## config.mk

```make
export PLATFORM = sky130hd
export DESIGN_NAME = sar_adc_ctrl
export DESIGN_NICKNAME = d
export VERILOG_FILES = /design/src/rtl/sar_pkg.sv /design/src/rtl/sar_regs.sv /design/src/rtl/sar_seq.sv /design/src/rtl/sar_adc_ctrl.sv
export SDC_FILE = /design/constraint.sdc
export NUM_CORES = 1
export LEC_CHECK = 0
export BUFFER_PORTS_ARGS = -buffer_cell sky130_fd_sc_hd__buf_2
export CORE_UTILIZATION = 52
export CTS_CLUSTER_SIZE = 24
export DETAILED_ROUTE_END_ITERATION = 10
export GPL_TIMING_DRIVEN = 1
export MAX_ROUTING_LAYER = met4
export PLACE_DENSITY = 0.91
export SYNTH_ARGS = -nofsm -noshare
export SYNTH_HDL_FRONTEND = slang
export SYNTH_SLANG_ARGS = --single-unit
```

## constraint.sdc

```tcl
create_clock -name clk -period 3 [get_ports clk]
set_input_delay 0.9 -clock clk [delete_from_list [all_inputs] [get_ports clk]]
set_output_delay 0.9 -clock clk [all_outputs]
set_load 0.02 [all_outputs]
```

## src/rtl/sar_pkg.sv

```systemverilog
package sar_pkg;
  localparam logic [3:0] ADDR_RESULT = 4'h0;
  localparam logic [3:0] ADDR_STATUS = 4'h4;
  localparam logic [3:0] ADDR_CTRL   = 4'h8;
  localparam logic [3:0] ADDR_WAIT   = 4'hC;

  localparam int BIT_PWR = 3;
  localparam int BIT_IEN = 5;
  localparam int BIT_FLG = 6;

  typedef enum logic [1:0] {
    PH_IDLE = 2'd0,
    PH_WAIT = 2'd1,
    PH_CONV = 2'd2
  } phase_t;

  typedef struct packed {
    logic       flag;
    logic       ien;
    logic       pwr;
    logic [2:0] chan;
  } ctrl_t;
endpackage

```

## src/rtl/sar_regs.sv

```systemverilog
module sar_regs
  import sar_pkg::*;
#(
  parameter int RES  = 10,
  parameter int NCH  = 6,
  parameter int DLYW = 6
) (
  input  logic            clk,
  input  logic            rst_n,
  input  logic            psel,
  input  logic            penable,
  input  logic            pwrite,
  input  logic [3:0]      paddr,
  input  logic [31:0]     pwdata,
  output logic [31:0]     prdata,
  input  logic            busy,
  input  logic            done,
  input  logic [RES-1:0]  result,
  output ctrl_t           ctrl_q,
  output logic [DLYW-1:0] wait_q,
  output logic            start,
  output logic            abort
);
  localparam logic [2:0] CH_MAX = 3'(NCH - 1);

  logic           wr_en;
  logic           ctrl_wr;
  logic [2:0]     chan_in;
  logic [RES-1:0] data_q;

  assign wr_en   = psel & penable & pwrite;
  assign ctrl_wr = wr_en && (paddr == ADDR_CTRL);
  assign start   = ctrl_wr && pwdata[BIT_PWR] && !busy;
  assign abort   = ctrl_wr && !pwdata[BIT_PWR] && busy;
  assign chan_in = (pwdata[2:0] > CH_MAX) ? CH_MAX : pwdata[2:0];

  always_ff @(posedge clk or negedge rst_n) begin
    if (!rst_n) begin
      ctrl_q <= '0;
    end else begin
      if (ctrl_wr) begin
        ctrl_q.pwr <= pwdata[BIT_PWR];
        ctrl_q.ien <= pwdata[BIT_IEN];
        if (!(busy && pwdata[BIT_PWR])) ctrl_q.chan <= chan_in;
        if (!pwdata[BIT_FLG]) ctrl_q.flag <= 1'b0;
      end
      if (done) ctrl_q.flag <= 1'b1;
    end
  end

  always_ff @(posedge clk or negedge rst_n) begin
    if (!rst_n) begin
      wait_q <= '0;
    end else if (wr_en && (paddr == ADDR_WAIT)) begin
      wait_q <= pwdata[DLYW-1:0];
    end
  end

  always_ff @(posedge clk or negedge rst_n) begin
    if (!rst_n) begin
      data_q <= '0;
    end else if (done) begin
      data_q <= result;
    end
  end

  always_comb begin
    prdata = '0;
    unique case (paddr)
      ADDR_RESULT: prdata = {{(32-RES){1'b0}}, data_q};
      ADDR_STATUS: prdata = {31'b0, busy};
      ADDR_CTRL:   prdata = {25'b0, ctrl_q.flag, ctrl_q.ien, 1'b0, ctrl_q.pwr, ctrl_q.chan};
      ADDR_WAIT:   prdata = {{(32-DLYW){1'b0}}, wait_q};
      default:     prdata = '0;
    endcase
  end

  p_done_sets_flag_r6: assert property (@(posedge clk) disable iff (!rst_n)
    done |=> ctrl_q.flag);

  p_data_hold_r8: assert property (@(posedge clk) disable iff (!rst_n)
    !$past(done) |-> $stable(data_q));
endmodule

```

## src/rtl/sar_seq.sv

```systemverilog
module sar_seq
  import sar_pkg::*;
#(
  parameter int RES  = 10,
  parameter int DLYW = 6
) (
  input  logic            clk,
  input  logic            rst_n,
  input  logic            start,
  input  logic            abort,
  input  logic [DLYW-1:0] wait_cnt,
  input  logic            cmp_in,
  output logic            busy,
  output logic            done,
  output logic [RES-1:0]  dac_code,
  output logic [RES-1:0]  result
);
  localparam int IDXW = (RES > 1) ? $clog2(RES) : 1;
  localparam logic [IDXW-1:0] MSB_IDX = IDXW'(RES - 1);

  phase_t          phase;
  logic [DLYW-1:0] cnt;
  logic [IDXW-1:0] idx;
  logic [RES-1:0]  acc;
  logic [RES-1:0]  trial_bit;
  logic [RES-1:0]  trial;

  assign trial_bit = RES'(1) << idx;
  assign trial     = acc | trial_bit;
  assign busy      = (phase != PH_IDLE);
  assign done      = (phase == PH_CONV) && (idx == '0) && !abort;
  assign dac_code  = (phase == PH_CONV) ? trial : '0;
  assign result    = cmp_in ? trial : acc;

  always_ff @(posedge clk or negedge rst_n) begin
    if (!rst_n) begin
      phase <= PH_IDLE;
      cnt   <= '0;
      idx   <= '0;
      acc   <= '0;
    end else if (abort) begin
      phase <= PH_IDLE;
    end else begin
      unique case (phase)
        PH_IDLE: begin
          if (start) begin
            phase <= PH_WAIT;
            cnt   <= wait_cnt;
          end
        end
        PH_WAIT: begin
          if (cnt == '0) begin
            phase <= PH_CONV;
            idx   <= MSB_IDX;
            acc   <= '0;
          end else begin
            cnt <= cnt - 1'b1;
          end
        end
        PH_CONV: begin
          acc <= result;
          if (idx == '0) phase <= PH_IDLE;
          else           idx   <= idx - 1'b1;
        end
        default: phase <= PH_IDLE;
      endcase
    end
  end

  p_abort_idle_r7: assert property (@(posedge clk) disable iff (!rst_n)
    abort |=> !busy);

  p_idx_descends_r4: assert property (@(posedge clk) disable iff (!rst_n)
    (phase == PH_CONV && $past(phase) == PH_CONV) |-> idx == $past(idx) - 1'b1);

  p_dac_quiet_r4: assert property (@(posedge clk) disable iff (!rst_n)
    !busy |-> dac_code == '0);
endmodule

```

## src/rtl/sar_adc_ctrl.sv

```systemverilog
module sar_adc_ctrl
  import sar_pkg::*;
#(
  parameter int RES  = 10,
  parameter int NCH  = 6,
  parameter int DLYW = 6
) (
  input  logic           clk,
  input  logic           rst_n,
  input  logic           psel,
  input  logic           penable,
  input  logic           pwrite,
  input  logic [3:0]     paddr,
  input  logic [31:0]    pwdata,
  output logic [31:0]    prdata,
  output logic           irq,
  output logic           adc_pwr,
  output logic [2:0]     adc_chan,
  output logic [RES-1:0] dac_code,
  input  logic           cmp_in
);
  ctrl_t           ctrl_q;
  logic [DLYW-1:0] wait_q;
  logic            start;
  logic            abort;
  logic            busy;
  logic            done;
  logic [RES-1:0]  result;

  sar_regs #(.RES(RES), .NCH(NCH), .DLYW(DLYW)) u_regs (
    .clk(clk), .rst_n(rst_n), .psel(psel), .penable(penable), .pwrite(pwrite),
    .paddr(paddr), .pwdata(pwdata), .prdata(prdata), .busy(busy), .done(done),
    .result(result), .ctrl_q(ctrl_q), .wait_q(wait_q), .start(start), .abort(abort)
  );

  sar_seq #(.RES(RES), .DLYW(DLYW)) u_seq (
    .clk(clk), .rst_n(rst_n), .start(start), .abort(abort), .wait_cnt(wait_q),
    .cmp_in(cmp_in), .busy(busy), .done(done), .dac_code(dac_code), .result(result)
  );

  assign irq      = ctrl_q.flag & ctrl_q.ien;
  assign adc_pwr  = ctrl_q.pwr;
  assign adc_chan = ctrl_q.chan;
endmodule

```

After elaboration in Yosys (flattened, before gate mapping)
Cells that the tools add are included.
Word-level totals
  bits in registers: 44
  bits of input ports: 42
  output and inout port bits: 47
  logic and storage cells: 80
Cells by class
  add/subtract/negate cells: 2
  magnitude comparators: 1
  equality and inequality tests: 13
  shift-type cells: 1
  multiplexer cells: 21
  bitwise logic cells: 6
  reductions and logical operators: 26
Operators by type and width (number)
  $pmux 10 s4: 1
  $mux 10: 3
  $pmux 10 s2: 1
  $mux 6: 3
  $pmux 6 s2: 1
  $or 10x10->10: 1
  $shl 1x4->10 const A: 1
  $logic_and 1x1->1: 9
  $eq 4x4->1 const B: 2
  $logic_not 4->1: 2
  $mux 2: 4
  $mux 4: 2
  $pmux 4 s2: 1
  $reduce_and 4->1: 2
  $reduce_bool 2->1: 4
  $logic_not 6->1: 1
  $mux 3: 2
  $ne 2x2->1 const B: 3
  $ne 3x2->1 const B: 2
  $pmux 2 s3: 1
  $reduce_and 3->1: 2
  $sub 6x1->6 const B: 1
  $eq 4x3->1 const B: 1
  $ne 2x1->1 const B: 2
  11 further kinds: 18

Longest topological paths before layout
  word-level depth: 9
  gate-level depth with buffers: 8
  mapped depth without buffers: 6

Modules after synthesis
Synthesis repeated with hierarchy kept, for this count alone.
Unflattened totals
  cells, all modules: 278
  area, all modules: 2834.0 µm²
Modules (own cells, without submodules)
  sar_seq: times used 1, cells an instance 172, area each 1577.8 µm², seq. area each 550.5 µm²
  sar_regs: times used 1, cells an instance 105, area each 1249.9 µm², seq. area each 550.5 µm²
  sar_adc_ctrl: times used 1, cells an instance 1, area each 6.3 µm², seq. area each 0.0 µm²

Worst setup path before layout
No wires, ideal clock.
  path kind: input to output
  start point: input port paddr[2]
  end point: output port prdata[0]
  data arrival time: 1.824 ns
  required time: 2.100 ns
  setup slack: 0.276 ns
  stages: 3
  buffers on the path: 1
  cells stage by stage: buf_2 mux4_2 and2_1
Between the ends
  longest elaborated chain between the ends: 2
  elaborated cells on any way between the ends: 5
  those cells by class: 3 x eq/ne; 1 x mux; 1 x reduce/logical
Ends and longest elaborated chain
  start: declaration: RTL line sar_adc_ctrl.sv:13  | input logic [3:0] paddr,
  $eq 4x4->1, or another cell as far along: RTL line sar_regs.sv:69  | unique case (paddr)
  $pmux 10 s4 (*): RTL line sar_regs.sv:69
  end: declaration: RTL line sar_adc_ctrl.sv:15  | output logic [31:0] prdata,
Every way passes the cells marked *; elsewhere a longest branch is shown, timed or not.

Worst setup path after layout
  start point: input port paddr[2]
  end point: output port prdata[8]
The elaborated chain is that of the path after synthesis.

==> results.toml <==
[die]
die_y_um = 78.1
die_w_um = 78.1
ios = 89
core_mm2 = 0.00554
start_util = 0.543
die_area_mm2 = 0.00610
num_rows = 27

[grt]
antenna_found_initial = 0
grt.overflow.total = 0
grt_pass1_wl_mm = 12.6
grt.total_usage = 0.268
grt_pass1_vias = 2568
grt_max_degree = 28

[clock_network]
cts_max_level = 2
cts_resized = 0
insertion_delay_ps = 310
holdBufCountCts = 0
clock_sinks = 44
clk_pin_slew_ps = 90
post_cts_buffers = 0
cts-root-buf = "clkbuf_8"
cts_tree = "built"
numCtsBuffers = 5
max-clock-path-buffers = 2

[cells_and_area]
antenna_cells = 0
multi_input_area_mm2 = 0.00168
num-nets-final = 423
final_cells = 444
seqCellArea_mm2 = 0.00110
drive_gt1_frac = 0.237
fill_cells = 441
area_growth_pct = 10.0

[synth]
synth_edf_count = 0
synth-main-ff-cell = "dfrtp_1"
synth-seq-area-share = 0.366
synth_top_cell_by_area = "dfrtp_1"
synth_area_leaders = "dfrtp_1 (37%), buf_4 (6.2%), a21oi_1 (5.5%)"
ys_types = 63
synth_top_area_frac = 0.366
synth_area_mm2 = 0.00301
synthCells = 332
yosys_register_bits = 44
yosys_warnings = 0
yosysMostFrequentCell = "dfrtp_1"
synth.avg_cell_area_um2 = 9.07
async_flop_share = 1.00
synth_common_cells = "dfrtp_1 (44), nor2_1 (39), a21oi_1 (33)"

[timing]
finalSetupTns_ps = 0
max_freq_ghz = 0.338
slew_headroom = 0.660
rsz0062_at_grt = "false"
hold_violations = 0
fin_crit_ps = 2960
maxSlewViolCount = 0
worstMarginPinSlew_ps = 510
final-setup-viol-count = 0
finalClockSkew_ps = 6.69
post-route-period-util = 0.988

[critical_path]
cp-start-kind = "input pin"
crit_path_max_fanout = 7
endpoint_kind = "output pin"
cp-startpoint = "paddr[2]"
r2r-start = "u_seq.phase[0]"
reg2reg_slack_ps = 790
worst_ep_arrival_time_ps = 2060
worst_ep_required_time_ps = 2100
ff2ff_path_depth = 8
worst-setup-path-type = "input pin to output pin"
rr_endpoint = "u_regs.data_q[0]"

[route]
num_vias = 2676
dr.pass1.iters = 5
drc = 0
wl_mm = 7.45
avgRoutedWirePerCell_um = 16.8
antenna_left = 0
drt_iter0_markers = 284
vias_per_cell = 6.03

[placement]
io_buffer_count = 41
place_hpwl_mm = 5.60
gp_congestion = 0.929
dp_cells = 436

[power_and_ir_drop]
p_switching_mw = 0.950
p_seq_frac = 0.411
combPwrFrac = 0.383
swShare = 0.412
power_frac_clock = 0.206
power.density_mw_per_mm2 = 695
p_leak_nw = 1.53
p_int_mw = 1.35
ir_worst_vdd_mv = 0.488

[flow_run]
maxCapViolations = 0

[worst_hold_path]
hold_class = "input pin to async pin"

[run_status]
outcome = "complete, no violations"
## worst max-delay path: stages
cell	delay (ps)
buf_2	160
or3_1	420
nor2_1	240
and2_1	180
buf_2	170
## logic make-up after synthesis
| logic type | share of synthesized area |
|---|---|
| compound gates | 0.210 |
| buf+inv | 0.101 |
| fa+ha+maj | 0.0416 |
| flops | 0.366 |
| other cells | 0.00125 |
| simple gates | 0.226 |
| mux | 0.0549 |
## flip-flops by register name, summed over array words and instances (netlist names)
signal,cells
u_seq.cnt,6
u_regs.data_q,10
u_seq.idx,4
u_seq.phase,2
u_seq.acc,10
u_regs.ctrl_q,6
u_regs.wait_q,6
## worst max-delay path by stage
stage / slack, ps / end
after floorplan: 280 / prdata[0]
after global placement: 140 / prdata[9]
after detailed placement: 80 / prdata[8]
after CTS: 60 / prdata[8]
after global routing: 20 / prdata[8]
final: 40 / prdata[8]
## layout make-up
| type | count | area share |
|---|---|---|
| Sequential cell | 44 | 0.332 |
| Inverter | 15 | 0.0170 |
| Tap cell | 72 | 0.0272 |
| Clock buffer | 5 | 0.0208 |
| Clock inverter | 3 | 0.0140 |
| Multi-Input combinational cell | 256 | 0.509 |
| Timing Repair Buffer | 49 | 0.0801 |
## power by group through the flow
| stage | registers [mW] | clock network [mW] | logic (mW) |
|---|---|---|---|
| 3_3_place_gp | 0.939 | 0 | 0.817 |
| 3_5_place_dp | 0.949 | 0 | 0.858 |
| 2_1_floorplan | 0.894 | 0 | 0.685 |
| 6_report | 0.947 | 0.475 | 0.881 |
| 5_1_grt | 0.971 | 0.495 | 0.973 |
| 4_1_cts | 0.937 | 0.480 | 0.868 |
## layout by cell type (no fill, tap or decap), types with 4 or more instances in the layout
cell type / netlist / routed
and2_1: 6 / 6
nor3_1: 5 / 5
nand3_1: 8 / 8
conb_1: 1 / 22
inv_1: 15 / 15
nand2b_1: 4 / 4
a22oi_1: 5 / 5
nor2_1: 39 / 39
a21oi_1: 33 / 33
o21ai_0: 10 / 10
a211oi_1: 4 / 4
clkbuf_8: 0 / 5
dfrtp_1: 44 / 44
buf_2: 2 / 41
buf_4: 25 / 8
mux2_2: 10 / 10
nor2b_1: 13 / 13
and3_1: 10 / 10
a31oi_1: 11 / 11
nand2_1: 10 / 10
ha_1: 10 / 10
## per-layer routing
layer / global-route usage / up-vias / part of all wire
met5: - / - / 0
met4: 0.0889 / 0 / 0.017
met3: 0.0384 / 13 / 0.065
met2: 0.454 / 144 / 0.52
met1: 0.330 / 1283 / 0.40
li1: - / 1236 / -
## through the flow
stage / hold slack, ps / area [um^2] / total power [mW] / setup WS (ps) / util
final: 508 / 3310 / 2.30 / 37.2 / 0.598
after global routing: 536 / 3310 / 2.44 / 19.2 / 0.598
after CTS: 522 / 3310 / 2.28 / 63.8 / 0.598
after detailed placement: 520 / 3200 / 1.81 / 83.2 / 0.577
after global placement: 485 / 3200 / 1.76 / 139 / 0.577
after floorplan: 467 / 3090 / 1.58 / 276 / -
No activity file was read; power rests on OpenSTA's default activity.
